--- src/rtl/mpr_pkg.sv ---
package mpr_pkg;
  localparam int DW = 8;

  typedef enum logic [1:0] {
    ST_IDLE  = 2'd0,
    ST_START = 2'd1,
    ST_BITS  = 2'd2,
    ST_HOLD  = 2'd3
  } rx_state_t;

  typedef struct packed {
    logic [DW-1:0] data;
    logic          addr;
    logic          pbit;
    logic          stop;
    logic          all_low;
  } rx_char_t;
endpackage

--- src/rtl/mpr_tick.sv ---
module mpr_tick #(
  parameter int DIV_W = 16
) (
  input  logic             clk,
  input  logic             rst,
  input  logic [DIV_W-1:0] div_i,
  output logic             tick_o
);
  logic [DIV_W-1:0] cnt_q;

  always_ff @(posedge clk) begin
    if (rst) begin
      cnt_q  <= '0;
      tick_o <= 1'b0;
    end else if (cnt_q >= div_i) begin
      cnt_q  <= '0;
      tick_o <= 1'b1;
    end else begin
      cnt_q  <= cnt_q + 1'b1;
      tick_o <= 1'b0;
    end
  end


  tick_spacing_chk: assert property (@(posedge clk) disable iff (rst)
    (tick_o && div_i != '0 && $stable(div_i)) |=> !tick_o);
endmodule

--- src/rtl/mpr_shift.sv ---
module mpr_shift
  import mpr_pkg::*;
#(
  parameter int OVS = 16
) (
  input  logic     clk,
  input  logic     rst,
  input  logic     tick_i,
  input  logic     rx_i,
  input  logic     par_en_i,
  output logic     done_o,
  output rx_char_t chr_o
);
  localparam int CNT_W = $clog2(OVS);
  localparam logic [CNT_W-1:0] MID  = CNT_W'(OVS / 2);
  localparam logic [CNT_W-1:0] LAST = CNT_W'(OVS - 1);
  localparam logic [3:0] IDX_PAR = 4'(DW);

  logic [1:0]       sync_q;
  logic             rx_s;
  logic [1:0]       win_q;
  logic             vote;
  rx_state_t        st_q;
  logic [CNT_W-1:0] cnt_q;
  logic [3:0]       idx_q;
  logic [3:0]       idx_stop;
  logic [3:0]       idx_mark;
  logic [DW-1:0]    sh_q;
  logic             pb_q;
  logic             ab_q;
  logic             acc_q;

  assign rx_s     = sync_q[1];
  assign vote     = (win_q[1] & win_q[0]) | (win_q[1] & rx_s) | (win_q[0] & rx_s);
  assign idx_stop = par_en_i ? IDX_PAR + 4'd2 : IDX_PAR + 4'd1;
  assign idx_mark = idx_stop - 4'd1;

  always_ff @(posedge clk) begin
    if (rst) begin
      sync_q <= 2'b11;
      win_q  <= 2'b11;
      st_q   <= ST_IDLE;
      cnt_q  <= '0;
      idx_q  <= '0;
      sh_q   <= '0;
      pb_q   <= 1'b0;
      ab_q   <= 1'b0;
      acc_q  <= 1'b1;
      done_o <= 1'b0;
      chr_o  <= '0;
    end else begin
      sync_q <= {sync_q[0], rx_i};
      done_o <= 1'b0;
      if (tick_i) begin
        win_q <= {win_q[0], rx_s};
        case (st_q)
          ST_IDLE: begin
            if (!rx_s) begin
              st_q  <= ST_START;
              cnt_q <= CNT_W'(1);
              acc_q <= 1'b1;
            end
          end
          ST_START: begin
            cnt_q <= cnt_q + 1'b1;
            if (cnt_q == MID && vote) begin
              st_q <= ST_IDLE;
            end else if (cnt_q == LAST) begin
              st_q  <= ST_BITS;
              cnt_q <= '0;
              idx_q <= '0;
            end
          end
          ST_BITS: begin
            cnt_q <= cnt_q + 1'b1;
            if (cnt_q == MID) begin
              acc_q <= acc_q & ~vote;
              if (idx_q < IDX_PAR) begin
                sh_q <= {vote, sh_q[DW-1:1]};
              end else if (idx_q == idx_stop) begin
                done_o        <= 1'b1;
                chr_o.data    <= sh_q;
                chr_o.addr    <= ab_q;
                chr_o.pbit    <= pb_q;
                chr_o.stop    <= vote;
                chr_o.all_low <= acc_q & ~vote;
                st_q          <= vote ? ST_IDLE : ST_HOLD;
              end else if (idx_q == idx_mark) begin
                ab_q <= vote;
              end else begin
                pb_q <= vote;
              end
            end
            if (cnt_q == LAST) begin
              cnt_q <= '0;
              idx_q <= idx_q + 4'd1;
            end
          end
          default: begin
            if (rx_s) st_q <= ST_IDLE;
          end
        endcase
      end
    end
  end


  done_pulse_chk: assert property (@(posedge clk) disable iff (rst)
    done_o |=> !done_o);
endmodule

--- src/rtl/mpr_gate.sv ---
module mpr_gate
  import mpr_pkg::*;
(
  input  logic          clk,
  input  logic          rst,
  input  logic          done_i,
  input  rx_char_t      chr_i,
  input  logic          rx_en_i,
  input  logic          par_en_i,
  input  logic          par_odd_i,
  input  logic          sleep_wr_i,
  input  logic          sleep_val_i,
  input  logic          rd_i,
  output logic [DW-1:0] data_o,
  output logic          addr_o,
  output logic          rdy_o,
  output logic          brk_o,
  output logic          fe_o,
  output logic          oe_o,
  output logic          pe_o,
  output logic          irq_o,
  output logic          sleep_o
);
  logic accept;
  logic par_bad;

  assign accept  = done_i && rx_en_i && (!sleep_o || chr_i.addr);
  assign par_bad = par_en_i && ((^chr_i.data ^ chr_i.pbit) != par_odd_i);

  always_ff @(posedge clk) begin
    if (rst) begin
      data_o  <= '0;
      addr_o  <= 1'b0;
      rdy_o   <= 1'b0;
      brk_o   <= 1'b0;
      fe_o    <= 1'b0;
      oe_o    <= 1'b0;
      pe_o    <= 1'b0;
      irq_o   <= 1'b0;
      sleep_o <= 1'b0;
    end else begin
      if (sleep_wr_i) sleep_o <= sleep_val_i;
      if (accept) begin
        data_o <= chr_i.data;
        addr_o <= chr_i.addr;
        rdy_o  <= 1'b1;
        oe_o   <= (rdy_o | oe_o) & ~rd_i;
        fe_o   <= ~chr_i.stop;
        brk_o  <= chr_i.all_low;
        pe_o   <= par_bad;
      end else if (rd_i) begin
        rdy_o <= 1'b0;
        oe_o  <= 1'b0;
        fe_o  <= 1'b0;
        brk_o <= 1'b0;
        pe_o  <= 1'b0;
      end
      irq_o <= (accept | (rdy_o & ~rd_i)) & rx_en_i;
    end
  end


  disabled_hold_chk: assert property (@(posedge clk) disable iff (rst)
    (done_i && !rx_en_i) |=> ($stable(data_o) && !$rose(rdy_o)));

  sleep_filter_chk: assert property (@(posedge clk) disable iff (rst)
    (done_i && sleep_o && !chr_i.addr && !rdy_o) |=> !rdy_o);

  sleep_hold_chk: assert property (@(posedge clk) disable iff (rst)
    !sleep_wr_i |=> $stable(sleep_o));

  irq_rdy_chk: assert property (@(posedge clk) disable iff (rst)
    irq_o |-> rdy_o);

  read_clear_chk: assert property (@(posedge clk) disable iff (rst)
    (rd_i && !done_i) |=> (!rdy_o && !fe_o && !oe_o && !pe_o && !brk_o));
endmodule

--- src/rtl/mp_uart_rx.sv ---
module mp_uart_rx
  import mpr_pkg::*;
#(
  parameter int OVS   = 16,
  parameter int DIV_W = 16
) (
  input  logic             clk,
  input  logic             rst,
  input  logic             rx_i,
  input  logic [DIV_W-1:0] baud_div_i,
  input  logic             par_en_i,
  input  logic             par_odd_i,
  input  logic             rx_en_i,
  input  logic             sleep_wr_i,
  input  logic             sleep_val_i,
  input  logic             rd_i,
  output logic [7:0]       data_o,
  output logic             addr_o,
  output logic             rdy_o,
  output logic             brk_o,
  output logic             fe_o,
  output logic             oe_o,
  output logic             pe_o,
  output logic             irq_o,
  output logic             sleep_o
);
  logic     tick;
  logic     done;
  rx_char_t chr;

  mpr_tick #(.DIV_W(DIV_W)) u_tick (
    .clk(clk), .rst(rst), .div_i(baud_div_i), .tick_o(tick)
  );

  mpr_shift #(.OVS(OVS)) u_shift (
    .clk(clk), .rst(rst), .tick_i(tick), .rx_i(rx_i),
    .par_en_i(par_en_i), .done_o(done), .chr_o(chr)
  );

  mpr_gate u_gate (
    .clk(clk), .rst(rst), .done_i(done), .chr_i(chr),
    .rx_en_i(rx_en_i), .par_en_i(par_en_i), .par_odd_i(par_odd_i),
    .sleep_wr_i(sleep_wr_i), .sleep_val_i(sleep_val_i), .rd_i(rd_i),
    .data_o(data_o), .addr_o(addr_o), .rdy_o(rdy_o), .brk_o(brk_o),
    .fe_o(fe_o), .oe_o(oe_o), .pe_o(pe_o), .irq_o(irq_o), .sleep_o(sleep_o)
  );
endmodule

--- config.mk ---
export PLATFORM = sky130hd
export DESIGN_NAME = mp_uart_rx
export DESIGN_NICKNAME = d
export VERILOG_FILES = /design/src/rtl/mpr_pkg.sv /design/src/rtl/mpr_tick.sv /design/src/rtl/mpr_shift.sv /design/src/rtl/mpr_gate.sv /design/src/rtl/mp_uart_rx.sv
export SDC_FILE = /design/constraint.sdc
export NUM_CORES = 1
export LEC_CHECK = 0
export ABC_CLOCK_PERIOD_IN_PS = 1830
export CAP_MARGIN = 20
export CORE_ASPECT_RATIO = 0.75
export CORE_MARGIN = 5
export CORE_UTILIZATION = 35
export DETAILED_ROUTE_END_ITERATION = 8
export PLACE_DENSITY_LB_ADDON = 0.08
export SKIP_LAST_GASP = 1
export SLEW_MARGIN = 5
export SYNTH_ARGS = -nofsm -noshare
export SYNTH_HDL_FRONTEND = slang
export SYNTH_HIERARCHICAL = 1
export SYNTH_SLANG_ARGS = --single-unit
--- constraint.sdc ---
create_clock -name clk -period 1.83 [get_ports clk]
set_clock_uncertainty 0.15 [all_clocks]
set_input_delay 0.183 -clock clk [delete_from_list [all_inputs] [get_ports clk]]
set_output_delay 0.183 -clock clk [all_outputs]
set_load 0.1 [all_outputs]
==> results.json, run 1 <==
{
  "synthToLayoutAreaGrowth_pct": 45.7,
  "fin_crit_ps": 1890,
  "critPathRequiredTime_ps": 1930,
  "mostFrequentLayoutCells": "dfxtp_1, buf_4, nor2_1",
  "num_vias": 2961,
  "die_h_um": 97.3,
  "nNetsFinal": 532,
  "cts_root_buffer": "clkbuf_16",
  "cts.hold.buffers_added": 0,
  "num_rows": 31,
  "hold_viol": 0,
  "dominantRegCellSynth": "dfxtp_1",
  "portBuffers": 40,
  "grt_overflow_total": 0,
  "place.gp.congestion": 0.808,
  "ios": 41,
  "grt_usage": 0.138,
  "max_stage_delay_ps": 390,
  "worstSkewPairLatency_ps": 340,
  "dr.pass1.iters": 4,
  "p_sw_uw": 776,
  "cp_max_fo": 4,
  "final_common_cell": "dfxtp_1",
  "setup-violations-final": 15,
  "first_global_vias": 2837,
  "post_drt_wl_per_cell_um": 13.8,
  "ys_types": 58,
  "clockBufferDepth": 2,
  "netSwitchingFraction": 0.232,
  "crit_chain": "ha_4 -> o211ai_1 -> nor4_4 -> a221o_1 -> buf_6 -> a211oi_2",
  "remaining_drc_errors": 0,
  "synth_seq_cells": 71,
  "status": "finished with violations",
  "synth_edf_count": 0,
  "num_antenna_cells": 0,
  "fin_ws_ps": -60.2,
  "die_w_um": 126,
  "fin_util": 0.530,
  "worst_setup_path_end_kind": "flop",
  "crit_arrival_ps": 1990,
  "layout-drive-gt1-share": 0.348,
  "powerDensity_nw_per_um2": 645,
  "max_freq_mhz": 529,
  "slowest_stage": "dfxtp_2",
  "worst_slew_pin_slew_ps": 435,
  "floorplan.die_area_um2": 12300,
  "cts_buffers": 9,
  "syn-num-nets": 444,
  "clkPwrFrac": 0.467,
  "drt_iter0_markers": 190,
  "fill_cells": 952,
  "dp_slack_ps": -497,
  "grt_pass1_wl_mm": 13.9,
  "ant_nets": 0,
  "drv_slew": 0,
  "cts_tree": "built",
  "internal_power_uw": 2570,
  "antenna_found_initial": 0,
  "clock_sinks": 71,
  "cap_viol_max_count": 0,
  "dpl.hpwl_mm": 5.90,
  "routed_wl_mm": 8.58,
  "syn_area_um2": 3560,
  "synth.avg_cell_area_um2": 9.00,
  "p_leak_uw": 0.00197,
  "ir_drop_v": 0.000441,
  "ys_seq_area_frac": 0.400,
  "cts.clk_slew.worst_paths_ps": 60,
  "p_seq_frac": 0.468,
  "core_um2": 9770,
  "crit_type": "flop to flop",
  "comb_power_share": 0.065,
  "synth_warnings": 6,
  "cp-start-kind": "flop",
  "hold_path.class": "input pin to flop",
  "rsz0062_at_grt": "true",
  "finalCritPeriodShare": 1.03,
  "synth_cells": 395,
  "htree_levels": 3,
  "start_util": 0.364,
  "grt_max_degree": 37,
  "vias_per_cell": 4.78,
  "failed_checks": "negative setup slack",
  "async_flop_share": 0,
  "slew_headroom": 0.706
}
==> stage by stage <==
stage                     hold WS, ps  total power [uW]  cells  setup TNS (ps)  area, um^2
after detailed placement          266              1790    596           -7890        4480
final                             201              3340    620            -617        5180
after CTS                         208              3390    615            -485        4880
after floorplan                   102              1680    395               0        3600
after global routing              227              3480    620           -2700        5180
after global placement            266              1790    596           -6650        4480
==> cells in the mapped netlist (all sizes together) (2+ instances only) <==
| master | instances | area (um^2) |
|---|---|---|
| a211o | 2 | 17.5 |
| a211oi | 3 | 22.5 |
| a21o | 2 | 15.0 |
| a21oi | 28 | 140 |
| a221o | 2 | 20.0 |
| a221oi | 2 | 35.0 |
| and2b | 3 | 22.5 |
| and3b | 2 | 18.8 |
| and4 | 2 | 17.5 |
| buf | 5 | 31.3 |
| clkbuf | 9 | 33.8 |
| dfxtp | 71 | 1420 |
| ha | 24 | 300 |
| inv | 28 | 105 |
| mux2i | 22 | 220 |
| nand2 | 31 | 119 |
| nand2b | 5 | 31.3 |
| nand3 | 13 | 82.6 |
| nand3b | 5 | 37.5 |
| nand4 | 4 | 40.0 |
| nor2 | 39 | 161 |
| nor2b | 5 | 31.3 |
| nor3 | 20 | 100 |
| nor3b | 3 | 27.5 |
| nor4 | 4 | 25.0 |
| o211ai | 3 | 27.5 |
| o21ai | 17 | 88.8 |
| o31ai | 2 | 15.0 |
| or2 | 2 | 12.5 |
| or3 | 4 | 32.5 |
| or4 | 3 | 22.5 |
| xnor2 | 16 | 140 |
| xor2 | 3 | 26.3 |
==> repair_timing <==
action / 4_1_cts / 5_1_grt
setup endpoints to repair: 20 / 45
setup buffers: 2 / 4
resized for setup: 32 / 52
endpoints found under the hold margin: 0 / 0
pin swaps: 9 / 13
cloned: 1 / 1
==> power by group through the flow <==
| stage | registers, uW | clock network (uW) | logic (uW) |
|---|---|---|---|
| final | 1560 | 1560 | 217 |
| after global routing | 1570 | 1680 | 240 |
| after CTS | 1570 | 1620 | 199 |
| after detailed placement | 1600 | 0 | 189 |
| after global placement | 1600 | 0 | 185 |
| after floorplan | 1610 | 0 | 75.9 |
==> sequential cells by signal, indices dropped and copies added (netlist names), 2 cells and up <==
register and count:
u_shift/cnt_q 4, u_shift/chr_o 12, u_shift/win_q 2, u_gate/data_o 8
u_shift/idx_q 4, u_shift/sync_q 2, u_shift/st_q 2, u_shift/sh_q 8
u_tick/cnt_q 16
==> kinds of logic (layout without fill, tap and decap cells) <==
| family | count (synthesis) | in the layout | share of synthesized area |
|---|---|---|---|
| mux | 22 | 22 | 0.0619 |
| simple gates | 149 | 149 | 0.228 |
| compound gates | 66 | 66 | 0.121 |
| flops | 71 | 71 | 0.400 |
| fa+ha+maj | 25 | 25 | 0.0883 |
| buf+inv | 42 | 135 | 0.0479 |
| xor+xnor | 20 | 20 | 0.0531 |
==> critical path, delay by kind of cell (launching register included) <==
kind                       cells  cell delay [ps]
AOI/OAI and AO/OA              3              840
DFF                            1              390
buffers and inverters          1              150
and+or+nand+nor                1               60
adders and majority gates      1              210
==> cell type report <==
class / instances / area [um^2] / area share
multi-input combinational: 282 / 2270 / 0.438
sequential: 71 / 1450 / 0.280
timing repair buffer: 91 / 923 / 0.178
clock buffer: 9 / 225 / 0.0435
tap: 132 / 165 / 0.0319
inverter: 28 / 108 / 0.0208
clock inverter: 7 / 40.0 / 0.00773
==> layer usage <==
metal  routed length, um  track usage
met1                4360        0.191
met2                3780        0.198
met3                 282       0.0462
met4                 157       0.0536
met5                   0            0
==> worst paths after layout <==
check / startpoint / to / slack [ps] / cells after the start
max: u_tick/cnt_q[3] / u_tick/cnt_q[13] / -60 / 6
min: rst / u_shift/chr_o[3] / 200 / 3
max reg2reg: u_tick/cnt_q[3] / u_tick/cnt_q[13] / -60 / 6
min reg2reg: u_shift/sync_q[0] / u_shift/sync_q[1] / 270 / 1
No activity file was read; power rests on OpenSTA's default activity.
==> run 2: changes to the inputs <==
CORE_UTILIZATION = 50   (was 35)
==> results.json, run 2 (synthesized netlist as in run 1, its figures left out) <==
{
  "seq_area_um2": 1450,
  "p_leak_uw": 0.00185,
  "cp_max_fo": 8,
  "nNetsFinal": 526,
  "setup-violations-final": 16,
  "layout-drive-gt1-share": 0.340,
  "die_w_um": 107,
  "post_drt_wl_per_cell_um": 14.3,
  "worstHoldStart": "rst",
  "final_cells": 578,
  "finalPower_uw": 2800,
  "clockBufferDepth": 2,
  "largest_reg_flops": 16,
  "place.gp.congestion": 0.787,
  "dpl.hpwl_mm": 5.60,
  "routed_wl_mm": 8.24,
  "fin_crit_ps": 1900,
  "multi_input_area_um2": 2290,
  "rr_startpoint": "u_tick/cnt_q[0]",
  "cp-start-kind": "input pin",
  "htree_levels": 3,
  "grt_pass1_wl_mm": 13.8,
  "grt_util_met2": 0.277,
  "use_met3": 0.0597,
  "dp.cells": 557,
  "r2r_slack_ps": -70,
  "crit_arrival_ps": 1960,
  "antenna_found_initial": 0,
  "remaining_drc_errors": 0,
  "critPathRequiredTime_ps": 1890,
  "hold_path.class": "input pin to flop",
  "grt_usage": 0.186,
  "busiest_layer": "met2",
  "largest_registers": "u_tick/cnt_q (16), u_shift/chr_o (12)",
  "crit_path_end": "u_tick/cnt_q[14]",
  "cts.hold.buffers_added": 0,
  "worstHoldPathCells": 2,
  "hold_viol": 0,
  "start_util": 0.518,
  "portBuffers": 40,
  "num_antenna_cells": 0,
  "num_vias": 2999,
  "cts_tree": "built",
  "final_common_cell": "dfxtp_1",
  "mostFrequentLayoutCells": "dfxtp_1, buf_4, nor2_1",
  "ios": 41,
  "cap_viol_max_count": 0,
  "slew_headroom": 0.649,
  "floorplan.die_area_um2": 8920,
  "cts.clk_slew.worst_paths_ps": 80,
  "dr.pass1.iters": 4,
  "first_global_vias": 2911,
  "num_rows": 26,
  "drt_iter0_markers": 129,
  "core_um2": 6860,
  "finalCritPeriodShare": 1.04,
  "reg2regPathDepth": 6,
  "fin_ws_ps": -74.4,
  "hold_ws_ps": 61.3,
  "critPathLaunch": "baud_div_i[9]",
  "drv_slew": 0,
  "synthToLayoutAreaGrowth_pct": 39.4,
  "cts_buffers": 9,
  "clock_sinks": 71,
  "reg2reg_to": "u_tick/cnt_q[14]",
  "powerDensity_nw_per_um2": 565,
  "met1_usage": 0.263,
  "worst_setup_path_end_kind": "flop",
  "vias_per_cell": 5.19,
  "crit_type": "input pin to flop",
  "rsz0062_at_grt": "true",
  "top_register": "u_tick/cnt_q",
  "die_h_um": 83.0,
  "worstSkewPairLatency_ps": 330,
  "failed_checks": "negative setup slack",
  "ant_nets": 0,
  "grt_max_degree": 24,
  "grt_overflow_total": 0,
  "fill_cells": 506,
  "worst_slew_pin_slew_ps": 518,
  "cts_root_buffer": "clkbuf_8",
  "ir_drop_v": 0.000409,
  "status": "finished with violations",
  "max_freq_mhz": 525
}
-- run 2: critical path, stage by stage --
cell and delay [ps]:
clkdlybuf4s50_1 460, inv_1 60, ha_4 260, nand4_1 180
nor4_4 330, a221o_1 260, buf_6 180, a211oi_2 50
-- run 2: where the power goes --
| group | switching (uW) | leakage (uW) | internal (uW) | total, uW |
|---|---|---|---|---|
| sequential | 12.4 | 0.000582 | 1550 | 1560 |
| combinational | 108 | 0.00119 | 116 | 224 |
| clock | 549 | 0.0000805 | 466 | 1020 |
-- run 2: timing repair --
item	4_1_cts	5_1_grt
endpoints found under the setup margin	28	46
setup buffers	4	4
resized for setup	43	37
pin swaps	19	15
-- run 2: through the flow --
| step | setup TNS, ps | area, um^2 | setup slack (ps) | utilization |
|---|---|---|---|---|
| after CTS | -216 | 4800 | -33.8 | 0.699 |
| after floorplan | 0 | 3600 | 6.47 | - |
| after detailed placement | -7130 | 4390 | -447 | 0.639 |
| final | -933 | 4960 | -74.4 | 0.722 |
| after global routing | -2800 | 4960 | -145 | 0.722 |
| after global placement | -5680 | 4390 | -360 | 0.639 |
-- run 2: worst min path at each step --
stage / slack (ps) / endpoint
finish: 60 / u_shift/cnt_q[1]
global route: 50 / u_gate/sleep_o
floorplan: 100 / u_gate/data_o[1]
detailed placement: 240 / u_shift/sync_q[1]
global placement: 250 / u_shift/sync_q[1]
CTS: 50 / u_shift/cnt_q[1]
-- run 2: per-layer routing --
metal	up-vias	wire length, um
met2	42	3830
met3	4	290
li1	1532	-
met4	0	40
met5	-	0
met1	1421	4080
-- run 2: cell type report --
class,count,area share
Clock buffer,9,0.0250
Clock inverter,5,0.00555
Inverter,28,0.0217
Multi-Input combinational cell,282,0.462
Sequential cell,71,0.293
Tap cell,98,0.0247
Timing Repair Buffer,85,0.168
